--- config.mk ---
export PLATFORM = sky130hd
export DESIGN_NAME = tsense_regfile
export DESIGN_NICKNAME = d
export VERILOG_FILES = /design/src/rtl/tsense_regfile.sv
export SDC_FILE = /design/constraint.sdc
export NUM_CORES = 1
export LEC_CHECK = 0
export CORE_UTILIZATION = 49
export CTS_CLUSTER_SIZE = 20
export DETAILED_ROUTE_END_ITERATION = 16
export PLACE_DENSITY = 0.83
export SETUP_SLACK_MARGIN = 0.5
export SYNTH_ARGS = -nofsm -noshare
export SYNTH_HDL_FRONTEND = slang
export SYNTH_SLANG_ARGS = --single-unit
--- constraint.sdc ---
create_clock -name clk -period 2.6 [get_ports clk]
set_input_delay 0.65 -clock clk [delete_from_list [all_inputs] [get_ports clk]]
set_output_delay 0.65 -clock clk [all_outputs]
set_load 0.1 [all_outputs]
--- src/rtl/tsense_regfile.sv ---
module tsense_regfile #(
  parameter logic [7:0] LOW_RST  = 8'hF6,
  parameter logic [7:0] HIGH_RST = 8'h3C
) (
  input  logic       clk,
  input  logic       rst_n,
  input  logic [1:0] bus_ptr,
  input  logic       bus_wr,
  input  logic [7:0] bus_wdata,
  input  logic       bus_rd,
  output logic [7:0] bus_rdata,
  input  logic       conv_done,
  input  logic [7:0] conv_result,
  output logic [7:0] temp_out,
  output logic [7:0] cfg_out,
  output logic [7:0] low_out,
  output logic [7:0] high_out,
  output logic [1:0] rate_out,
  output logic [1:0] mode_out
);
  localparam logic [1:0] P_TEMP = 2'd0;
  localparam logic [1:0] P_CFG  = 2'd1;
  localparam logic [1:0] P_LOW  = 2'd2;
  localparam logic [1:0] P_HIGH = 2'd3;
  localparam logic [1:0] MODE_RST = 2'b10;

  logic [7:0] temp_q, low_q, high_q;
  logic [1:0] rate_q, mode_q;
  logic       lc_q, fh_q, fl_q;

  wire cfg_rd  = bus_rd && (bus_ptr == P_CFG);
  wire cfg_wr  = bus_wr && (bus_ptr == P_CFG);
  wire low_wr  = bus_wr && (bus_ptr == P_LOW);
  wire high_wr = bus_wr && (bus_ptr == P_HIGH);
  wire above   = $signed(conv_result) > $signed(high_q);
  wire below   = $signed(conv_result) < $signed(low_q);

  always_ff @(posedge clk or negedge rst_n) begin
    if (!rst_n) begin
      temp_q <= '0;
      low_q  <= LOW_RST;
      high_q <= HIGH_RST;
      rate_q <= '0;
      mode_q <= MODE_RST;
      lc_q   <= 1'b0;
    end else begin
      if (conv_done) temp_q <= conv_result;
      if (low_wr)    low_q  <= bus_wdata;
      if (high_wr)   high_q <= bus_wdata;
      if (cfg_wr) begin
        rate_q <= bus_wdata[6:5];
        lc_q   <= bus_wdata[2];
        mode_q <= bus_wdata[1:0];
      end
    end
  end

  always_ff @(posedge clk or negedge rst_n) begin
    if (!rst_n) begin
      fh_q <= 1'b0;
      fl_q <= 1'b0;
    end else if (conv_done) begin
      fh_q <= above | (lc_q & fh_q & ~cfg_rd);
      fl_q <= below | (lc_q & fl_q & ~cfg_rd);
    end else if (cfg_rd) begin
      fh_q <= 1'b0;
      fl_q <= 1'b0;
    end
  end

  assign temp_out = temp_q;
  assign low_out  = low_q;
  assign high_out = high_q;
  assign cfg_out  = {1'b0, rate_q, fh_q, fl_q, lc_q, mode_q};
  assign rate_out = rate_q;
  assign mode_out = mode_q;

  always_comb begin
    case (bus_ptr)
      P_TEMP:  bus_rdata = temp_q;
      P_CFG:   bus_rdata = cfg_out;
      P_LOW:   bus_rdata = low_q;
      default: bus_rdata = high_q;
    endcase
  end
endmodule

# Word-level counts from Yosys, hierarchy flattened
# Index checks and enable logic that the tools add are counted.
[totals] regBits=31 input_bits=23 output_inout_bits=44
[classes] order_cmp=2 n_eq_ne=3 muxes=4 n_bitwise=7 reduce_logical=6
[op_table] op="$pmux W8 S3" n=1
[op_table] op="$gt A8 B8 Y1" n=1
[op_table] op="$lt A8 B8 Y1" n=1
[op_table] op="$and A1 B1 Y1" n=4
[op_table] op="$eq A2 B2 Y1 const B" n=2
[op_table] op="$logic_and A1 B1 Y1" n=4
[op_table] op="$mux W1" n=3
[op_table] op="$eq A2 B1 Y1 const B" n=1
[op_table] op="$logic_not A2 Y1" n=1
[op_table] op="$or A1 B1 Y1" n=2
[op_table] op="$reduce_bool A2 Y1" n=1
[op_table] op="$not A1 Y1" n=1

# Depth between registers and ports, before layout
[logic_depth] ltp_word=6 depth_mapped=7 depth_no_buf=7

# Least setup slack after synthesis
# OpenSTA, ideal clock, no wires.
[synth_path] path_type="flip-flop to output port" from="register high_q[7] (netlist: high_out[7])" to="output port bus_rdata[7]" arrival_ps=1901 required_time_ps=1950 path_slack_ps=49 stages_incl_launch_ff=4 n_path_buf=0 cell_sequence="dfrtp_1 -> nand2_1 -> o21ai_0 -> a22o_1"
[synth_between] elab_chain_cells=1
[synth_rtl] item="start: declaration" line_no="27" source="logic [7:0] temp_q, low_q, high_q;"
[synth_rtl] item="start signal: assignment" line_no="49" source="if (high_wr) high_q <= bus_wdata;"
[synth_rtl] item="$pmux W8 S3" line_no="79" source="case (bus_ptr)"
[synth_rtl] item="end: declaration" line_no="11" source="output logic [7:0] bus_rdata,"
# Every way passes these cells.

# Worst setup path in the final report
[layout_path] from="input port bus_ptr[0]" to="output port bus_rdata[6]"
[layout_between] elab_chain_cells=2
[layout_rtl] item="start: declaration" line_no="7" source="input logic [1:0] bus_ptr,"
[layout_rtl] item="$eq A2 B2 Y1 (tied with other cells)" line_no="79"
[layout_rtl] item="$pmux W8 S3 (*)" line_no="79"
# Mark *: on every way between the ends. The rest lies on a longest branch, timed or not.

==> qor.log <==
INFO  outcome        outcome=finished, final reports clean
INFO  final_layout   regArea=847um^2
INFO  final_layout   commonest_non_fill_non_tap_cell_in_the_layout=sky130_fd_sc_hd__buf_4
INFO  worst_setup_path worst_setup_path_start_kind=input pin
INFO  power_and_ir_drop p_int=0.00141W
INFO  detailed_routing postRouteWirelength=4980um
INFO  job            drv_cap=0
INFO  detailed_routing post_route_drc=0
INFO  sta            min_setup_slack_post_route=0.347ns
INFO  synthesis      yosys.area.top_type=sky130_fd_sc_hd__dfrtp_1
INFO  power_and_ir_drop p_sw_frac=0.509
INFO  sta            timing.max_slew.rel_slack=0.554
INFO  die            die-height=64.3um
INFO  power_and_ir_drop clock_power_share=0.170
INFO  power_and_ir_drop vdd_ir_drop_max=506uV
INFO  detailed_routing vias_per_cell=5.54
INFO  power_and_ir_drop p_switching=0.00146W
INFO  synthesis      netlist_instances=145
INFO  synthesis      yosysSeqAreaShare=0.415
INFO  clock_network  cts_made_buffers=5
INFO  sta            worstMarginPinSlew=0.668ns
INFO  detailed_routing final_antenna_net_count=0
INFO  worst_setup_path cp-end-kind=output port
INFO  die            floorplan.die.width=64.3um
INFO  clock_network  post_cts_hold_buffer_count=0
INFO  power_and_ir_drop combinationalPowerShare=0.583
INFO  worst_setup_path worst-setup-path-type=in2out
INFO  clock_network  clk_path_buf_depth=2
INFO  synthesis      syn_area=0.00190mm^2
INFO  placement      buffer_ports.inserted=65
INFO  die            floorplan.io_pins=67
INFO  die            initial_utilization=0.516
INFO  die            placeableCoreArea=0.00369mm^2
INFO  final_layout   fillers=245
INFO  final_layout   final_nets=251
INFO  synthesis      netlist-cell-type-count=34
INFO  grt            number_of_antenna_violations_at_the_first_check_in_global_routing=0
INFO  clock_network  clkTransAtPathRegs=0.06ns
INFO  die            die_area=0.00414mm^2
INFO  clock_network  clock-root-buffer=sky130_fd_sc_hd__clkbuf_8
INFO  power_and_ir_drop power.density_cell_area=1000mW/mm^2
INFO  worst_setup_path critPathArrivalTime=1.60ns
INFO  grt            grt_util_all_layers=0.253
INFO  sta            clock_skew=0.00355ns
INFO  detailed_routing dr.pass1.iters=4
INFO  worst_setup_path cpPeakStageDelay=0.54ns
INFO  sta            rsz_0062_raised_after_global_routing=true
INFO  synthesis      synth-seq-cells=31
INFO  placement      post-dp-hpwl=3260um
INFO  synthesis      yosys_warnings=0
INFO  final_layout   area_growth=50.6%
INFO  clock_network  insertion_delay=0.28ns
INFO  power_and_ir_drop total_leakage_power=1.30nW
INFO  sta            final.period_utilization=0.867
INFO  grt            grt_pass1_wl=7630um
INFO  synthesis      synth_area_per_cell=13.1um^2
INFO  worst_setup_path timing.critical_path.required=1.95ns
INFO  detailed_routing detailedRoute.firstIterationViolations=43
INFO  grt            grt_start_max_net_pins=32
INFO  grt            grt_pass1_vias=1,489
INFO  worst_setup_path crit_path_cell_trace=buf_8 -> buf_12 -> mux4_2 -> buf_12
INFO  final_layout   insertedDiodeCount=0
INFO  sta            layout_min_cycle_time=2.25ns
INFO  hold_path      holdCritPathClass=reg2reg
INFO  detailed_routing routedWlPerCell=19.0um
INFO  synthesis      synth_top_cells_by_area=sky130_fd_sc_hd__dfrtp_1 (26%), sky130_fd_sc_hd__dfstp_2 (15%), sky130_fd_sc_hd__mux2_2 (12%)
INFO  sta            slew_viol_final=0
INFO  final_layout   post_route_cell_area=0.00287mm^2
INFO  placement      globalplace.congestion=0.857
INFO  synthesis      synth_top_cell_area_share=0.263
INFO  final_layout   multi_input_area=0.00102mm^2
INFO  power_and_ir_drop seq_power_share=0.247
INFO  clock_network  clock_sink_count=31
INFO  worst_setup_path critical_path_s_slowest_cell=sky130_fd_sc_hd__mux4_2
INFO  grt            grt_overflow=0
INFO  clock_network  tritoncts=yes
INFO  die            std_cell_rows=22
INFO  sta            hold_violations=0
INFO  placement      preCtsSetupSlack=-0.112ns
INFO  final_layout   drive_above_1_share=0.650
INFO  sta            final-setup-viol-count=0
INFO  worst_setup_path critical_path.most_common_cell=sky130_fd_sc_hd__buf_12
INFO  final_layout   layout.cells.most_common_list=sky130_fd_sc_hd__buf_4 (38), sky130_fd_sc_hd__mux2_2 (21), sky130_fd_sc_hd__clkdlybuf4s50_1 (19), sky130_fd_sc_hd__inv_1 (16), sky130_fd_sc_hd__dfrtp_2 (16)
INFO  sta            fmax=0.444GHz
INFO  clock_network  htreeDepth=2
INFO  worst_setup_path crit_path_max_fanout=6
INFO  synthesis      syn_nets=183
INFO  detailed_routing num_vias=1,451
INFO  placement      placement.cell_area=0.00265mm^2
[critical path: cells and delay by family]
kind / cells / cell delay (ns)
mux: 1 / 0.54
buf+inv: 3 / 0.41
[per-layer routing]
metal	vias up	GRT usage	wire length (um)
li1	651	-	-
met1	729	0.289	1970
met2	61	0.438	2600
met3	10	0.0714	297
met4	0	0.108	109
met5	-	0	0
[registers in the layout, summed over array words and instances, names as in the netlist]
register,count
fh_q,1
fl_q,1
high_out,8
lc_q,1
low_out,8
mode_out,2
rate_out,2
temp_out,8
[synthesized netlist by cell type]
library cell	count
sky130_fd_sc_hd__a211oi_1	1
sky130_fd_sc_hd__a21boi_0	1
sky130_fd_sc_hd__a21o_1	1
sky130_fd_sc_hd__a21oi_1	3
sky130_fd_sc_hd__a21oi_2	1
sky130_fd_sc_hd__a22o_1	1
sky130_fd_sc_hd__a31oi_1	1
sky130_fd_sc_hd__and2b_1	1
sky130_fd_sc_hd__and4bb_1	1
sky130_fd_sc_hd__buf_2	1
sky130_fd_sc_hd__buf_4	9
sky130_fd_sc_hd__buf_6	1
sky130_fd_sc_hd__conb_1	1
sky130_fd_sc_hd__dfrtp_1	20
sky130_fd_sc_hd__dfstp_2	11
sky130_fd_sc_hd__ha_1	15
sky130_fd_sc_hd__inv_1	16
sky130_fd_sc_hd__mux2_2	21
sky130_fd_sc_hd__mux2_4	8
sky130_fd_sc_hd__mux4_2	7
sky130_fd_sc_hd__nand2_1	5
sky130_fd_sc_hd__nand3_4	1
sky130_fd_sc_hd__nand3b_2	1
sky130_fd_sc_hd__nand4_1	2
sky130_fd_sc_hd__nand4_4	1
sky130_fd_sc_hd__nor2_1	4
sky130_fd_sc_hd__nor2b_1	1
sky130_fd_sc_hd__nor2b_4	1
sky130_fd_sc_hd__o2111ai_1	1
sky130_fd_sc_hd__o211ai_2	1
sky130_fd_sc_hd__o21ai_0	3
sky130_fd_sc_hd__o21ba_2	1
sky130_fd_sc_hd__o221ai_1	1
sky130_fd_sc_hd__o31ai_2	1
[final timing paths]
kind,depth (start not counted),startpoint,to,slack [ns]
min reg2reg,1,temp_out[3],temp_out[3],0.54
max reg2reg,6,high_out[5],fh_q,0.77
min in group asynchronous,2,rst_n,temp_out[2],0.77
max in group asynchronous,2,rst_n,low_out[2],1.51
min,1,temp_out[3],temp_out[3],0.54
max,4,bus_ptr[0],bus_rdata[6],0.35
[metrics by stage]
step	cells	util	power, W	TNS, ns	hold slack [ns]
6_report	262	0.777	0.00287	0	0.537
5_1_grt	262	0.777	0.00296	0	0.550
4_1_cts	262	0.767	0.00284	0	0.541
3_5_place_dp	251	0.717	0.00234	-0.664	0.526
3_3_place_gp	251	0.717	0.00231	-0.616	0.513
2_1_floorplan	145	-	0.00197	0	0.354
[timing repair]
item,CTS,global route
setup buffers,1,0
hold endpoints to repair,0,0
pin swaps,1,3
endpoints found under the setup margin,8,9
resized for setup,14,8
gates cloned,2,0
[kinds of logic after synthesis]
kind of cell             after synthesis  share of synthesized area
multiplexers                          36                      0.270
AND/OR/NAND/NOR                       18                     0.0716
other                                  1                    0.00197
buffers and inverters                 27                     0.0756
adder cells (fa/ha/maj)               15                     0.0986
AO/OA/AOI/OAI                         17                     0.0677
flip-flops                            31                      0.415
[area by class of cell]
cell class              instances  share of cell area
flip-flops and latches         31               0.295
clock buffers                   6              0.0288
well taps                      48              0.0209
multi-input cells              87               0.356
clock inverters                 2              0.0122
inverters                      16              0.0209
repair buffers                 72               0.266
[power by group through the flow]
| stage | Combinational, W | Sequential, W | Clock (W) |
|---|---|---|---|
| after floorplan | 0.000734 | 0.00123 | 0 |
| after global placement | 0.00160 | 0.000705 | 0 |
| after detailed placement | 0.00162 | 0.000714 | 0 |
| after CTS | 0.00164 | 0.000706 | 0.000496 |
| after global routing | 0.00172 | 0.000722 | 0.000523 |
| final | 0.00167 | 0.000710 | 0.000488 |
Power figures use the tool's default switching activity.
